$ cat src/rtl/poll_pkg.sv
package poll_pkg;
    typedef enum logic [1:0] {
        PS_IDLE,
        PS_SEND,
        PS_RECV,
        PS_EVAL
    } poll_state_e;

    localparam int unsigned BYTE_W     = 8;
    localparam int unsigned STAT_W     = 32;
    localparam int unsigned POS_BUSY   = 12;
    localparam int unsigned POS_DONE   = 8;
    localparam int unsigned POS_ENABLE = 9;
    localparam int unsigned POS_FAIL   = 13;
    localparam int unsigned POS_DEVVER = 27;
    localparam int unsigned ERR_LSB    = 23;
    localparam int unsigned ERR_W      = 3;
    localparam logic [BYTE_W-1:0] CMD_READ_STATUS = 8'h3C;
endpackage

$ cat src/rtl/poll_fsm.sv
module poll_fsm
    import poll_pkg::*;
#(
    parameter int unsigned MAX_POLLS   = 128,
    parameter int unsigned FRAME_BYTES = 4
) (
    input  logic              clk,
    input  logic              rst_n,
    input  logic              start,
    input  logic              spi_ack,
    input  logic              reply_busy,
    output logic              spi_req,
    output logic [BYTE_W-1:0] spi_tx_byte,
    output logic              shift_en,
    output logic              commit,
    output logic              active,
    output logic              done_pulse,
    output logic              timeout_pulse
);
    localparam int unsigned IDX_W = (FRAME_BYTES > 1) ? $clog2(FRAME_BYTES) : 1;
    localparam int unsigned CNT_W = (MAX_POLLS > 1) ? $clog2(MAX_POLLS) : 1;
    localparam logic [IDX_W-1:0] IDX_LAST = IDX_W'(FRAME_BYTES - 1);
    localparam logic [CNT_W-1:0] CNT_LAST = CNT_W'(MAX_POLLS - 1);

    poll_state_e       state, state_nxt;
    logic [IDX_W-1:0]  byte_idx;
    logic [CNT_W-1:0]  poll_cnt;
    logic              last_byte, last_poll;

    assign last_byte = (byte_idx == IDX_LAST);
    assign last_poll = (poll_cnt == CNT_LAST);

    always_comb begin
        state_nxt = state;
        unique case (state)
            PS_IDLE: if (start)                  state_nxt = PS_SEND;
            PS_SEND: if (spi_ack && last_byte)   state_nxt = PS_RECV;
            PS_RECV: if (spi_ack && last_byte)   state_nxt = PS_EVAL;
            PS_EVAL: begin
                if (!reply_busy || last_poll)    state_nxt = PS_IDLE;
                else                             state_nxt = PS_SEND;
            end
            default:                             state_nxt = PS_IDLE;
        endcase
    end

    always_ff @(posedge clk) begin
        if (!rst_n) state <= PS_IDLE;
        else        state <= state_nxt;
    end

    always_ff @(posedge clk) begin
        if (!rst_n) begin
            byte_idx <= '0;
            poll_cnt <= '0;
        end else begin
            if ((state == PS_SEND || state == PS_RECV) && spi_ack)
                byte_idx <= last_byte ? '0 : byte_idx + 1'b1;
            if (state == PS_IDLE && start)
                poll_cnt <= '0;
            else if (state == PS_EVAL && reply_busy && !last_poll)
                poll_cnt <= poll_cnt + 1'b1;
        end
    end

    always_comb begin
        spi_req     = 1'b0;
        spi_tx_byte = '0;
        shift_en    = 1'b0;
        commit      = 1'b0;
        active      = (state != PS_IDLE);
        unique case (state)
            PS_IDLE: ;
            PS_SEND: begin
                spi_req     = 1'b1;
                spi_tx_byte = (byte_idx == '0) ? CMD_READ_STATUS : '0;
            end
            PS_RECV: begin
                spi_req  = 1'b1;
                shift_en = spi_ack;
            end
            PS_EVAL: commit = 1'b1;
            default: ;
        endcase
    end

    always_ff @(posedge clk) begin
        if (!rst_n) begin
            done_pulse    <= 1'b0;
            timeout_pulse <= 1'b0;
        end else begin
            done_pulse    <= (state == PS_EVAL) && !reply_busy;
            timeout_pulse <= (state == PS_EVAL) && reply_busy && last_poll;
        end
    end

    AST_PULSE_EXCL: assert property (@(posedge clk) disable iff (!rst_n)
        !(done_pulse && timeout_pulse));
    AST_DONE_SINGLE: assert property (@(posedge clk) disable iff (!rst_n)
        done_pulse |=> !done_pulse);
    AST_TIMEOUT_SINGLE: assert property (@(posedge clk) disable iff (!rst_n)
        timeout_pulse |=> !timeout_pulse);
    AST_REQ_HELD: assert property (@(posedge clk) disable iff (!rst_n)
        (spi_req && !spi_ack && state != PS_EVAL) |=> (spi_req && $stable(spi_tx_byte)));
    AST_POLL_LIMIT: assert property (@(posedge clk) disable iff (!rst_n)
        32'(poll_cnt) < MAX_POLLS);
    AST_END_IDLE: assert property (@(posedge clk) disable iff (!rst_n)
        (done_pulse || timeout_pulse) |-> (state == PS_IDLE || state == PS_SEND));
endmodule

$ cat src/rtl/reply_capture.sv
module reply_capture
    import poll_pkg::*;
#(
    parameter int unsigned WORD_W = STAT_W
) (
    input  logic              clk,
    input  logic              rst_n,
    input  logic              shift_en,
    input  logic [BYTE_W-1:0] rx_byte,
    input  logic              commit,
    output logic [WORD_W-1:0] assembled,
    output logic [WORD_W-1:0] word
);
    always_ff @(posedge clk) begin
        if (!rst_n) begin
            assembled <= '0;
            word      <= '0;
        end else begin
            if (shift_en)
                assembled <= {assembled[WORD_W-BYTE_W-1:0], rx_byte};
            if (commit)
                word <= assembled;
        end
    end
endmodule

$ cat src/rtl/status_decode.sv
module status_decode
    import poll_pkg::*;
(
    input  logic [STAT_W-1:0] word,
    output logic              busy,
    output logic              done,
    output logic              enable,
    output logic              fail,
    output logic              devver,
    output logic [ERR_W-1:0]  err,
    output logic              operating
);
    always_comb begin
        busy      = word[POS_BUSY];
        done      = word[POS_DONE];
        enable    = word[POS_ENABLE];
        fail      = word[POS_FAIL];
        devver    = word[POS_DEVVER];
        err       = word[ERR_LSB +: ERR_W];
        operating = !busy && done && (err == '0);
    end
endmodule

$ cat src/rtl/status_poller.sv
module status_poller
    import poll_pkg::*;
#(
    parameter int unsigned MAX_POLLS = 128
) (
    input  logic        clk,
    input  logic        rst_n,
    input  logic        start,
    output logic        spi_req,
    output logic [7:0]  spi_tx_byte,
    input  logic        spi_ack,
    input  logic [7:0]  spi_rx_byte,
    output logic        active,
    output logic [31:0] status_word,
    output logic        flag_busy,
    output logic        flag_done,
    output logic        flag_enable,
    output logic        flag_fail,
    output logic        flag_devver,
    output logic [2:0]  err_code,
    output logic        operating,
    output logic        done_pulse,
    output logic        timeout_pulse
);
    localparam int unsigned FRAME_BYTES = STAT_W / BYTE_W;

    logic              shift_en, commit;
    logic [STAT_W-1:0] assembled;

    poll_fsm #(.MAX_POLLS(MAX_POLLS), .FRAME_BYTES(FRAME_BYTES)) u_fsm (
        .clk(clk), .rst_n(rst_n), .start(start), .spi_ack(spi_ack),
        .reply_busy(assembled[POS_BUSY]),
        .spi_req(spi_req), .spi_tx_byte(spi_tx_byte), .shift_en(shift_en),
        .commit(commit), .active(active),
        .done_pulse(done_pulse), .timeout_pulse(timeout_pulse)
    );

    reply_capture #(.WORD_W(STAT_W)) u_cap (
        .clk(clk), .rst_n(rst_n), .shift_en(shift_en), .rx_byte(spi_rx_byte),
        .commit(commit), .assembled(assembled), .word(status_word)
    );

    status_decode u_dec (
        .word(status_word), .busy(flag_busy), .done(flag_done),
        .enable(flag_enable), .fail(flag_fail), .devver(flag_devver),
        .err(err_code), .operating(operating)
    );

    AST_WORD_HOLD: assert property (@(posedge clk) disable iff (!rst_n)
        !active |=> $stable(status_word));
    AST_TIMEOUT_BUSY: assert property (@(posedge clk) disable iff (!rst_n)
        timeout_pulse |-> flag_busy);
    AST_DONE_CLEAR: assert property (@(posedge clk) disable iff (!rst_n)
        done_pulse |-> !flag_busy);
    AST_OPER_HEALTHY: assert property (@(posedge clk) disable iff (!rst_n)
        operating |-> (status_word[POS_DONE] && !status_word[POS_BUSY]));
endmodule

$ cat config.mk
export PLATFORM = sky130hd
export DESIGN_NAME = status_poller
export DESIGN_NICKNAME = d
export VERILOG_FILES = /design/src/rtl/poll_pkg.sv /design/src/rtl/poll_fsm.sv /design/src/rtl/reply_capture.sv /design/src/rtl/status_decode.sv /design/src/rtl/status_poller.sv
export SDC_FILE = /design/constraint.sdc
export NUM_CORES = 1
export LEC_CHECK = 0
export BUFFER_PORTS_ARGS = -buffer_cell sky130_fd_sc_hd__buf_2
export CORE_AREA = 2 2 131 95
export CTS_BUF_LIST = sky130_fd_sc_hd__clkbuf_8
export DETAILED_ROUTE_END_ITERATION = 10
export DIE_AREA = 0 0 133 97
export MAX_ROUTING_LAYER = met4
export PLACE_DENSITY = 0.57
export SYNTH_ARGS = -nofsm -noshare
export SYNTH_HDL_FRONTEND = slang
export SYNTH_HIERARCHICAL = 1
export SYNTH_SLANG_ARGS = --single-unit
$ cat constraint.sdc
create_clock -name clk -period 2.4 [get_ports clk]
set_input_delay 0.48 -clock clk [delete_from_list [all_inputs] [get_ports clk]]
set_output_delay 0.48 -clock clk [all_outputs]
set_load 0.01 [all_outputs]
* Yosys cells after proc, flatten, opt, wreduce, memory -nomap -nowiden
Cells that the tools add are included.
** Storage, ports and cells
- Register bits after elaboration :: 77
- Latch bits :: 0
- Bits in writable memories :: 0
- ROM bits :: 0
- Input bits :: 12
- Output and inout port bits :: 53
- Word-level logic and storage cells :: 50
- Memories kept :: 0
** Cells by class
- Add/sub/neg operators :: 2
- Multiply operators :: 0
- Divide/modulo/power cells :: 0
- Order comparisons :: 0
- Eq/ne operators :: 8
- Shift-type cells :: 0
- Multiplexer cells :: 11
- Bitwise operators :: 1
- Reductions and logical operators :: 21
** Operators by type and width (number)
- logical AND 1 bit :: 9
- 2-to-1 mux 2 bit :: 4
- 2-to-1 mux 8 bit :: 1
- case mux 2 bit (4 select lines) :: 1
- adder 7 x 1 -> 7 bit (second input constant) :: 1
- equality test 7 bit (second input constant) :: 1
- equality test 2 bit (second input constant) :: 3
- 2-to-1 mux 6 bit :: 1
- logical NOT 2 bit :: 2
- 2-to-1 mux 1 bit :: 4
- inequality test 2 x 1 -> 1 bit (second input constant) :: 2
- OR reduction 2 bit :: 2
- logical NOT 1 bit :: 3
- logical NOT 3 bit :: 1
- AND reduction 3 bit :: 1
- adder 2 x 1 -> 2 bit (second input constant) :: 1
- equality test 2 x 1 -> 1 bit (second input constant) :: 1
- logical OR 1 bit :: 2
- inequality test 2 bit (second input constant) :: 1
- nonzero test 2 bit :: 1
- inverter 1 bit :: 1

* Logic depth before layout (Yosys ltp)
Gate-level depths: netlist of the first run.
- Depth in word-level cells :: 4
- Depth in mapped cells :: 7
- Depth with buffers taken out :: 6

* Hierarchy
The synthesis of the first run kept the hierarchy.
** By module, submodules not included
- reply_capture :: instances 1, cells each 207, area an instance 2492.4 um^2, sequential area each 1281.2 um^2
- poll_fsm :: instances 1, cells each 82, area an instance 739.5 um^2, sequential area each 260.2 um^2
- status_decode :: instances 1, cells each 10, area an instance 72.6 um^2, sequential area each 0.0 um^2

* Least setup slack after synthesis of the first run
OpenSTA, ideal clock, no wires.
- Path kind :: register -> output
- Start point :: register u_fsm.state[1]
- End point :: output port spi_tx_byte[3]
- Data arrival time :: 0.967 ns
- Required time :: 1.920 ns
- Path slack :: 0.953 ns
- Cell stages (with the launch flop) :: 5
- Buffers on the path :: 1
- Path through :: dfxtp_1 -> inv_1 -> ha_1 -> and2_1 -> buf_4
** Between the ends
- Word-level cells in the longest chain between the ends :: 2
** Ends and longest elaborated chain
- start, declared :: RTL line poll_fsm.sv:25 : poll_state_e state, state_nxt;
- start signal, assigned :: RTL line poll_fsm.sv:49 : else state <= state_nxt;
- equality test 2 x 1 -> 1 bit :: RTL line poll_fsm.sv:72 : unique case (state)
- 2-to-1 mux 8 bit :: RTL line poll_fsm.sv:72
- end, declared :: RTL line status_poller.sv:10 : output logic [7:0] spi_tx_byte,
Every way passes these cells.

* Worst setup path after layout of the first run
- Start point :: register u_fsm.state[0]
- End point :: output port spi_req
** Between the ends
- Word-level cells in the longest chain between the ends :: 3
- Elaborated cells on any way between the ends :: 4
- Those cells by class :: eq/ne: 2; mux: 1; reduce/logical: 1
** Ends and longest elaborated chain
- equality test 2 bit or equality test 2 x 1 -> 1 bit (tied branches) :: RTL line poll_fsm.sv:72
- OR reduction 2 bit (no source line) (*)
- 2-to-1 mux 1 bit (*) :: RTL line poll_fsm.sv:72
- end, declared :: RTL line status_poller.sv:9 : output logic spi_req,
Every way passes the cells marked *; elsewhere a longest branch is shown, timed or not.

==> summary.txt, run 1 <==
Final layout
  – Register area: between 0.0015 and 0.002 mm2
  – Share of layout cells above drive strength 1: 0.239
  – Fill count: between 1000 and 1500
  – ANT cells: 0
  – Area growth syn-to-layout: 14.3%
  – Final instance area: 0.00378 mm2
  – Multi-input gate area: 0.00147 mm2
  – Post-Layout Cell Count: 508
  – Final nets: 366

Global routing
  – Largest net degree at the start of global routing: 45
  – First-pass GRT wire length: 10400 um
  – Antenna violations before repair: 0
  – Vias in the first global route: 2018
  – GRT Overall Usage: 0.107
  – GRT Residual Overflow: 0

Critical path
  – CP Cell Sequence: inv_1 -> ha_1 -> buf_2
  – CP Depth: 3
  – Critical path required time: 1920 ps
  – Max incr delay on CP: 420 ps
  – Worst reg2reg path depth: 6
  – Family with the most delay on the worst path: flip-flops
  – CP arrival: ~1400 ps
  – CP max FO: 6
  – Slowest-stage cell, CP: dfxtp_1
  – CP Buf/Inv Count: 2
  – Setup Crit Path Kind: reg -> out
  – Worst Setup End Kind: output port
  – Startpoint Class: register

Pwr
  – VDD IR max: 0.305 mV
  – Leak pwr: 1.44 nW
  – Power Dens Cells: 775 mW/mm2

STA
  – Clock Skew: just over 10 ps
  – Worst Slack Setup Final: approximately 530 ps
  – Unrepaired setup endpoints after global routing: no
  – Fmax: 0.535 GHz
  – Final Hold Fails: 0
  – Final Cycle Share: 0.778
  – Final TNS setup: 0 ps
  – Slew @ Worst Pin: 580 ps
  – Pins Over Slew Limit: 0
  – Fin crit period: about 1900 ps
  – Worst hold margin: 388 ps
  – Setup violators final: 0
  – Relative slew slack: 0.611

Logic synthesis
  – Synth warnings: 6
  – Post-synth EDFFs: 0
  – Most common cell in the netlist: dfxtp_1
  – Yosys top cell by area: dfxtp_1
  – Post-synthesis cell area: about 0.0033 mm2
  – Asr flop ratio synth: 0
  – Netlist cell types: 31
  – Syn avg cell area: between 10 and 15 um2
  – Synth top area share: 0.466
  – Leading post-synthesis cells by cell area: dfxtp_1 47%, mux2i_1 20%, nor2b_1 12%, buf_12 3.6%, buf_4 3.4%
  – Dominant synthesized flop cell: dfxtp_1
  – Cell count after synthesis: 299
  – Synth Register Bits: 77
  – Sequential area share after synthesis: 0.466
  – Top cells by count, synth: 77 x dfxtp_1, 67 x mux2i_1, 66 x nor2b_1

Floorplan
  – Row count: 33
  – I/O pin count: 65
  – Initial Util: 0.287
  – Die ar.: roughly 0.013 mm2
  – Core box area: about 0.012 mm2
  – Height of the die: 97 um
  – Die W: between 100 and 150 um

Placement
  – DP Worst Slack: 722 ps
  – Placed Cells: 492
  – Detail Placement HPWL: between 4000 and 5000 um
  – Routability congestion estimate: 0.782
  – Port Buf Inserts: 60
  – DP Area: 0.00356 mm2

Clocking
  – Num CTS Buffers: 9
  – Clk root buf: clkbuf_8
  – Post-CTS Resized: 0
  – Clock buffer depth: 2
  – Reg clk slew, reported paths: 80 ps
  – Setup Fix Bufs, Post-CTS: 0
  – Worst-skew pair later-pin latency: 360 ps
  – Clock sinks: 77
  – Post-CTS Hold Buffers: 0
  – Htree depth: 3
  – CTS tree: done

Detailed routing
  – Wire length per cell: 12.7 um
  – Routed Antenna Nets: 0
  – Post-route DRC: 0
  – Via count: roughly 2100
  – Via density: 4.06
  – Drt first pass iters: 4
  – WL final: roughly 6500 um
  – Drt initial violations: 65

Worst hold path
  – HP Class: in -> reg
  – Hold Crit Depth: 3

Outcome
  – Status: complete, no violations

Flow run
  – Max-cap violation count: 0
## where the power goes
part	total (W)	internal (W)	switching, W	leakage, nW
clock network	0.00108	0.000588	0.000488	0.106
registers	0.00135	0.00131	0.0000386	0.621
logic	0.000497	0.000224	0.000274	0.711
## sequential cells by signal (all words and copies together), names as in the netlist
| signal | flops |
|---|---|
| u_cap/assembled | 32 |
| u_fsm/state | 2 |
| u_cap/word | 32 |
| u_fsm/timeout_pulse | 1 |
| u_fsm/byte_idx | 2 |
| u_fsm/done_pulse | 1 |
| u_fsm/poll_cnt | 7 |
## placed cells by master, fill, tap and decap left out, types with 2 or more instances in the layout
| cell | Yosys | routed |
|---|---|---|
| inv_1 | 6 | 6 |
| nand3_1 | 2 | 2 |
| bufinv_16 | 0 | 2 |
| and3_1 | 2 | 2 |
| clkinvlp_4 | 0 | 2 |
| ha_1 | 8 | 7 |
| conb_1 | 1 | 4 |
| nand2_1 | 5 | 5 |
| and4_1 | 2 | 2 |
| nor2b_1 | 66 | 66 |
| buf_2 | 1 | 60 |
| dfxtp_1 | 77 | 77 |
| o211ai_1 | 2 | 2 |
| nor2_1 | 8 | 8 |
| xor2_1 | 4 | 4 |
| clkbuf_8 | 0 | 9 |
| and2_1 | 4 | 3 |
| buf_4 | 15 | 3 |
| mux2i_1 | 67 | 67 |
| nor3_1 | 2 | 2 |
| a21oi_1 | 3 | 3 |
## final cells by class
type,count,area share
Sequential cell,77,0.408
Timing Repair Buffer,63,0.0855
Tap cell,157,0.0520
Multi-Input combinational cell,189,0.390
Clock inverter,7,0.0258
Inverter,6,0.00596
Clock buffer,9,0.0328
## worst paths after layout
path | from | end | slack, ps
worst min register to register | u_fsm/byte_idx[1] | u_fsm/byte_idx[1] | 490
worst max-delay path | u_fsm/state[0] | spi_req | 530
worst max register to register | u_fsm/state[0] | u_cap/assembled[3] | 730
worst min-delay path | spi_rx_byte[6] | u_cap/assembled[6] | 390
## stage by stage
step / total power (W) / util
floorplan: 0.00186 / -
global placement: 0.00188 / 0.309
detailed placement: 0.00189 / 0.309
CTS: 0.00298 / 0.328
global route: 0.00308 / 0.328
finish: 0.00293 / 0.328
## worst reg2reg max path, cell delays in order (launching register included)
cell     delay, ps
dfxtp_1        360
inv_1          120
ha_1           170
and2_2         130
buf_4          450
mux2i_1        280
nor2b_1         60
## metal layers
metal / GRT usage / vias to the layer above / wire length [um]
met1: 0.136 / 935 / 3330
met2: 0.154 / 50 / 2700
li1: - / 1067 / -
met3: 0.0445 / 10 / 360
met4: 0.0372 / 0 / 90
met5: - / - / 0
## cells by family (layout without fill, tap and decap cells)
kind of cell | Yosys count | in the layout | share of synthesized area
adder cells (fa/ha/maj) | 8 | 8 | 0.0303
other | 1 | 4 | 0.00113
multiplexers | 67 | 67 | 0.203
XOR/XNOR | 4 | 4 | 0.0106
flip-flops | 77 | 77 | 0.466
AND/OR/NAND/NOR | 95 | 95 | 0.173
buffers and inverters | 36 | 85 | 0.0924
AO/OA/AOI/OAI | 11 | 11 | 0.0231
(Power assumes the default switching activity.)
==> run 2: changes to the inputs <==
Settings changed: PLACE_DENSITY 0.57 to 0.58.
Clock period 2.4 ns to 1.57 ns, I/O delays scaled along.
==> run 2 against run 1 <==
- count of clock-buffer cells in the layout rose by 2
- die area stayed put
- global-route usage down 0.51 points
- critical path depth unchanged
- cell count up 1.2%
==> summary.txt, run 2 (synthesis gave the netlist of run 1 again) <==
Outcome
  – Status: complete, no violations (unchanged)

Critical path
  – Family with the most delay on the worst path: simple AND/OR/NAND/NOR gates (was flip-flops)
  – Worst reg2reg path depth: 6 (unchanged)
  – Slowest-stage cell, CP: dfxtp_4 (was dfxtp_1)
  – CP max FO: 2 (was 6)
  – Reg2reg start: u_fsm/state[0] (unchanged)
  – Setup Crit Path Kind: reg -> out (unchanged)
  – Worst Setup End Kind: output port (unchanged)
  – Startpoint Class: register (unchanged)
  – Max incr delay on CP: 350 ps (was 420 ps)
  – CP Cell Sequence: nor4_2 -> and2_1 -> buf_6 (was inv_1 -> ha_1 -> buf_2)
  – CP Depth: 3 (unchanged)
  – Critical Path Source: u_cap/word[25] (was u_fsm/state[0])
  – CP Buf/Inv Count: 1 (was 2)
  – CP arrival: 1230 ps (was 1390 ps)
  – Critical path required time: 1260 ps (was 1920 ps)

Placement
  – DP Worst Slack: 33.3 ps (was 722 ps)
  – Routability congestion estimate: 0.781 (was 0.782)
  – Detail Placement HPWL: 4220 um (was 4490 um)
  – Port Buf Inserts: 60 (unchanged)

Worst hold path
  – HP Class: in -> reg (unchanged)
  – Hold Crit Start: spi_rx_byte[5] (was spi_rx_byte[6])
  – Hold Crit Depth: 3 (unchanged)

Clocking
  – Clk root buf: clkbuf_8 (unchanged)
  – Post-CTS Hold Buffers: 0 (unchanged)
  – Reg clk slew, reported paths: 80 ps (about the same)
  – Num CTS Buffers: 9 (unchanged)
  – Clock buffer depth: 2 (unchanged)
  – Clock sinks: 77 (unchanged)
  – Htree depth: 3 (unchanged)
  – Worst-skew pair later-pin latency: 350 ps (was 360 ps)
  – CTS tree: done (unchanged)

STA
  – Worst Slack Setup Final: 22.0 ps (was 532 ps)
  – Final Hold Fails: 0 (unchanged)
  – Final Cycle Share: 0.986
  – Unrepaired setup endpoints after global routing: yes (was no)
  – Clock Skew: 5.75 ps (was 10.2 ps)
  – Setup violators final: 0 (unchanged)
  – Relative slew slack: 0.627 (was 0.611)
  – Fin crit period: 1550 ps
  – Slew @ Worst Pin: 555 ps (was 580 ps)
  – Pins Over Slew Limit: 0 (unchanged)
  – Fmax: 0.646 GHz

Global routing
  – Antenna violations before repair: 0 (unchanged)
  – GRT Residual Overflow: 0 (unchanged)
  – Vias in the first global route: 1943 (was 2018)
  – GRT Overall Usage: 0.102 (was 0.107)
  – First-pass GRT wire length: 9840 um (was 10400 um)
  – Largest net degree at the start of global routing: 67 (was 45)

Final layout
  – Finished Core Util: 0.337 (was 0.328)
  – Commonest non-fill, non-tap cell in the layout: dfxtp_1 (unchanged)
  – Area growth syn-to-layout: 17.3% (was 14.3%)
  – ANT cells: 0 (unchanged)
  – Leading cell types in the layout, fill and taps excluded: 71 x dfxtp_1, 67 x mux2i_1, 66 x nor2b_1, 59 x buf_2, 11 x clkbuf_8 (was 77 x dfxtp_1, 67 x mux2i_1, 66 x nor2b_1, 60 x buf_2, 9 x clkbuf_8)
  – Share of layout cells above drive strength 1: 0.283 (was 0.239)
  – Largest regs: u_cap/assembled x32, u_cap/word x32, u_fsm/poll_cnt x7 (unchanged)
  – Final nets: 373 (was 366)

Detailed routing
  – Post-route DRC: 0 (unchanged)
  – Via density: 4.06 (about the same)
  – WL final: 6330 um (was 6470 um)
  – Drt initial violations: 51 (was 65)
  – Routed Antenna Nets: 0 (unchanged)
  – Wire length per cell: 12.3 um (was 12.7 um)
  – Drt first pass iters: 4 (unchanged)
  – Via count: 2085 (was 2062)

Floorplan
  – Row count: 33 (unchanged)
  – Height of the die: 97 um (unchanged)
  – Die W: 133 um (unchanged)
  – I/O pin count: 65 (unchanged)
  – Core box area: 0.0115 mm2 (unchanged)
  – Initial Util: 0.287 (unchanged)
  – Die ar.: 0.0129 mm2 (unchanged)

Pwr
  – VDD IR max: 0.630 mV (was 0.305 mV)
  – Power Dens Cells: 1130 mW/mm2 (was 775 mW/mm2)
  – Leak pwr: 1.48 nW (was 1.44 nW)

Flow run
  – Max-cap violation count: 0 (unchanged)
[run 2: per-stage QoR]
step,area [um2],cells,setup TNS (ps),hold slack [ps],total power [W]
global placement,3600,493,0,468,0.00290
floorplan,3320,302,0,437,0.00284
CTS,3840,510,-20.1,199,0.00439
detailed placement,3600,493,0,477,0.00292
global route,3880,514,-58.5,206,0.00458
finish,3880,514,0,219,0.00437
[run 2: layout make-up]
class	count	area (um2)
multi-input cells	189	1510
fillers	1175	7640
clock inverters	4	25.0
flip-flops and latches	77	1560
well taps	157	196
clock buffers	11	151
inverters	6	22.5
repair buffers	70	419
[run 2: where the power goes]
part | internal (W) | switching (W) | leakage (nW)
logic | 0.000461 | 0.000490 | 0.764
clock network | 0.000646 | 0.000702 | 0.0926
registers | 0.00202 | 0.0000536 | 0.624
[run 2: layer usage]
metal	part of all wire	vias up	GRT usage	routed length, um
met1	0.49	950	0.126	3100
li1	-	1077	-	-
met3	0.067	10	0.0404	422
met4	0.011	0	0.0496	72
met2	0.43	48	0.145	2730
met5	0	-	-	0
[run 2: worst paths after layout]
kind / end / slack (ps)
worst max-delay path: operating / 20
worst min-delay path: u_cap/assembled[5] / 220
worst max register to register: u_fsm/state[0] / 70
worst min register to register: u_fsm/byte_idx[1] / 490
[run 2: timing repair]
action	CTS	global route
gates resized for setup	15	2
setup buffers	2	4
endpoints found under the setup margin	7	8
endpoints found under the hold margin	0	0
pin swaps	2	2
[run 2: worst reg2reg max path: stages (launching register included)]
cell and delay (ps):
dfxtp_4 380, inv_2 70, ha_1 210, a2bb2oi_1 150
a21oi_1 260, and4b_1 250, nor3_1 60
==> run 3: changes to the inputs <==
Clock period 1.57 ns to 1.2 ns, I/O delays scaled along.
==> run 3 against run 2 <==
- the flow now finishes with violations (setup timing)
- cell count grew 7.0%
- via count grew 9.0%
- sequential power grew 32%
- clock power grew 59%
- routed wire length grew 22%
- hold slack lost 87 ps
- critical path depth is the same
- first-iteration DRC count grew 33%
- die area is the same
- power grew 63%
- critical endpoint unchanged
- largest power group unchanged
==> summary.txt, run 3 (synthesis gave the netlist of run 1 again) <==
Global routing
  – GRT Overall Usage: 0.130 (was 0.102)
  – GRT Residual Overflow: 0 (unchanged)
  – First-pass GRT wire length: 12400 um (was 9840 um)
  – Vias in the first global route: 2355 (was 1943)
  – Antenna violations before repair: 0 (unchanged)
  – Largest net degree at the start of global routing: 45 (was 67)

Clocking
  – CTS tree: done (unchanged)
  – Clk root buf: clkbuf_8 (unchanged)
  – Clock sinks: 77 (unchanged)
  – Clock buffer depth: 2 (unchanged)
  – Post-CTS Hold Buffers: 0 (unchanged)
  – Htree depth: 3 (unchanged)
  – Worst-skew pair later-pin latency: 360 ps (was 350 ps)
  – Reg clk slew, reported paths: 80 ps (about the same)
  – Num CTS Buffers: 9 (unchanged)

STA
  – Clock Skew: 4.99 ps (was 5.75 ps)
  – Final Cycle Share: 1.25
  – Setup violators final: 85 (was 0)
  – Worst hold margin: 132 ps (was 219 ps)
  – Pins Over Slew Limit: 0 (unchanged)
  – Worst Slack Setup Final: -298 ps (was 22.0 ps)
  – Unrepaired setup endpoints after global routing: yes (unchanged)
  – Fmax: 0.668 GHz
  – Final TNS setup: -13360 ps (was 0 ps)
  – Fin crit period: ~1500 ps
  – Final Hold Fails: 0 (unchanged)

Floorplan
  – I/O pin count: 65 (unchanged)
  – Die ar.: 0.0129 mm2 (unchanged)
  – Row count: 33 (unchanged)
  – Initial Util: 0.287 (unchanged)
  – Height of the die: 97 um (unchanged)
  – Die W: 133 um (unchanged)
  – Core box area: 0.0115 mm2 (unchanged)

Critical path
  – CP Cell Sequence: nor4_2 -> and2_1 -> buf_6 (unchanged)
  – Max incr delay on CP: 330 ps (was 350 ps)
  – Worst reg2reg path depth: 7 (was 6)
  – R2r setup slk: -250 ps (was 70 ps)
  – Critical Path Source: u_cap/word[23] (was u_cap/word[25])
  – Setup crit end: operating (unchanged)
  – CP Buf/Inv Count: 1 (unchanged)
  – CP arrival: 1260 ps (was 1230 ps)
  – Critical path required time: 960 ps (was 1260 ps)
  – Worst Setup End Kind: output port (unchanged)
  – Family with the most delay on the worst path: simple AND/OR/NAND/NOR gates (unchanged)
  – Reg2reg start: u_fsm/state[1] (was u_fsm/state[0])
  – Startpoint Class: register (unchanged)
  – CP Depth: 3 (unchanged)
  – CP max FO: 2 (unchanged)
  – Slowest-stage cell, CP: dfxtp_2 (was dfxtp_4)
  – Setup Crit Path Kind: reg -> out (unchanged)
  – Reg-to-reg endpoint: u_fsm/state[0] (unchanged)

Final layout
  – Area growth syn-to-layout: 40.1% (was 17.3%)
  – Post-Layout Cell Count: 550 (was 514)
  – Commonest non-fill, non-tap cell in the layout: nor2b_1 (was dfxtp_1)
  – Largest regs: u_cap/assembled x32, u_cap/word x32, u_fsm/poll_cnt x7 (unchanged)
  – Share of layout cells above drive strength 1: 0.433 (was 0.283)
  – Final nets: 409 (was 373)
  – ANT cells: 0 (unchanged)
  – Final instance area: 0.00463 mm2 (was 0.00388 mm2)
  – Leading cell types in the layout, fill and taps excluded: 66 x nor2b_1, 65 x dfxtp_1, 60 x mux2i_1, 45 x buf_2, 31 x buf_6 (was 71 x dfxtp_1, 67 x mux2i_1, 66 x nor2b_1, 59 x buf_2, 11 x clkbuf_8)

Pwr
  – Power Total: 0.00710 W (was 0.00437 W)
  – Power Dens Cells: 1530 mW/mm2 (was 1130 mW/mm2)
  – Leak pwr: 1.75 nW (was 1.48 nW)
  – VDD IR max: 1.20 mV (was 0.630 mV)

Detailed routing
  – Drt initial violations: 68 (was 51)
  – Via density: 4.13 (was 4.06)
  – Drt first pass iters: 4 (unchanged)
  – Wire length per cell: 14.0 um (was 12.3 um)
  – WL final: 7710 um (was 6330 um)
  – Routed Antenna Nets: 0 (unchanged)
  – Post-route DRC: 0 (unchanged)
  – Via count: 2273 (was 2085)

Outcome
  – Status: finished, violations left (was complete, no violations)
  – Failing checks: setup timing

Placement
  – Routability congestion estimate: 0.778 (was 0.781)
  – Placed Cells: 513 (was 493)
  – Detail Placement HPWL: 4590 um (was 4220 um)
  – Port Buf Inserts: 60 (unchanged)
  – DP Area: 0.00381 mm2 (was 0.00360 mm2)

Flow run
  – Max-cap violation count: 0 (unchanged)

Worst hold path
  – HP Class: in -> reg (unchanged)
run 3: final cells by class:
cell class                      count  area, um2
Clock buffer                        9        124
Clock inverter                      6       87.6
Fill cell                        1101       6890
Inverter                            6       30.0
Multi-Input combinational cell    189       1680
Sequential cell                    77       1560
Tap cell                          157        196
Timing Repair Buffer              106        945
run 3: per-stage QoR:
step | setup slack (ps) | utilization
2_1_floorplan | -67.9 | -
3_3_place_gp | -95.2 | 0.331
3_5_place_dp | -114 | 0.331
4_1_cts | -351 | 0.400
5_1_grt | -375 | 0.402
6_report | -298 | 0.402
run 3: worst min path at each step:
stage | cells past startpoint | start | slack [ps] | endpoint
5_1_grt | 3 | spi_rx_byte[4] | 130 | u_cap/assembled[4]
4_1_cts | 3 | spi_rx_byte[4] | 110 | u_cap/assembled[4]
3_3_place_gp | 2 | u_fsm/poll_cnt[6] | 470 | u_fsm/poll_cnt[6]
6_report | 3 | spi_rx_byte[2] | 130 | u_cap/assembled[2]
2_1_floorplan | 2 | rst_n | 360 | u_fsm/done_pulse
3_5_place_dp | 2 | u_fsm/byte_idx[1] | 490 | u_fsm/byte_idx[1]
run 3: power by group:
group	internal, W	total [W]	switching [W]
clock	0.00116	0.00214	0.000979
combinational	0.00128	0.00223	0.000956
sequential	0.00265	0.00273	0.0000809
total	0.00509	0.00710	0.00202
run 3: tightest hold or removal path, stage by stage:
cell and delay (ps):
buf_2 70, mux2i_1 50, nor2b_1 90
run 3: what timing repair did:
| action | in CTS | in global routing |
|---|---|---|
| gates cloned | 6 | 0 |
| pin swaps | 19 | 16 |
| endpoints found under the hold margin | 0 | 0 |
| buffers inserted | 18 | 6 |
| endpoints found under the setup margin | 90 | 94 |
| resized for setup | 68 | 29 |
run 3: metal layers:
layer  track usage  up-vias  share of wire  wire [um]
met5             -        -              0          0
met4        0.0496        0          0.015        119
met3        0.0409       13          0.047        363
met2         0.198       49           0.46       3570
met1         0.160     1050           0.47       3650
li1              -     1161              -          -
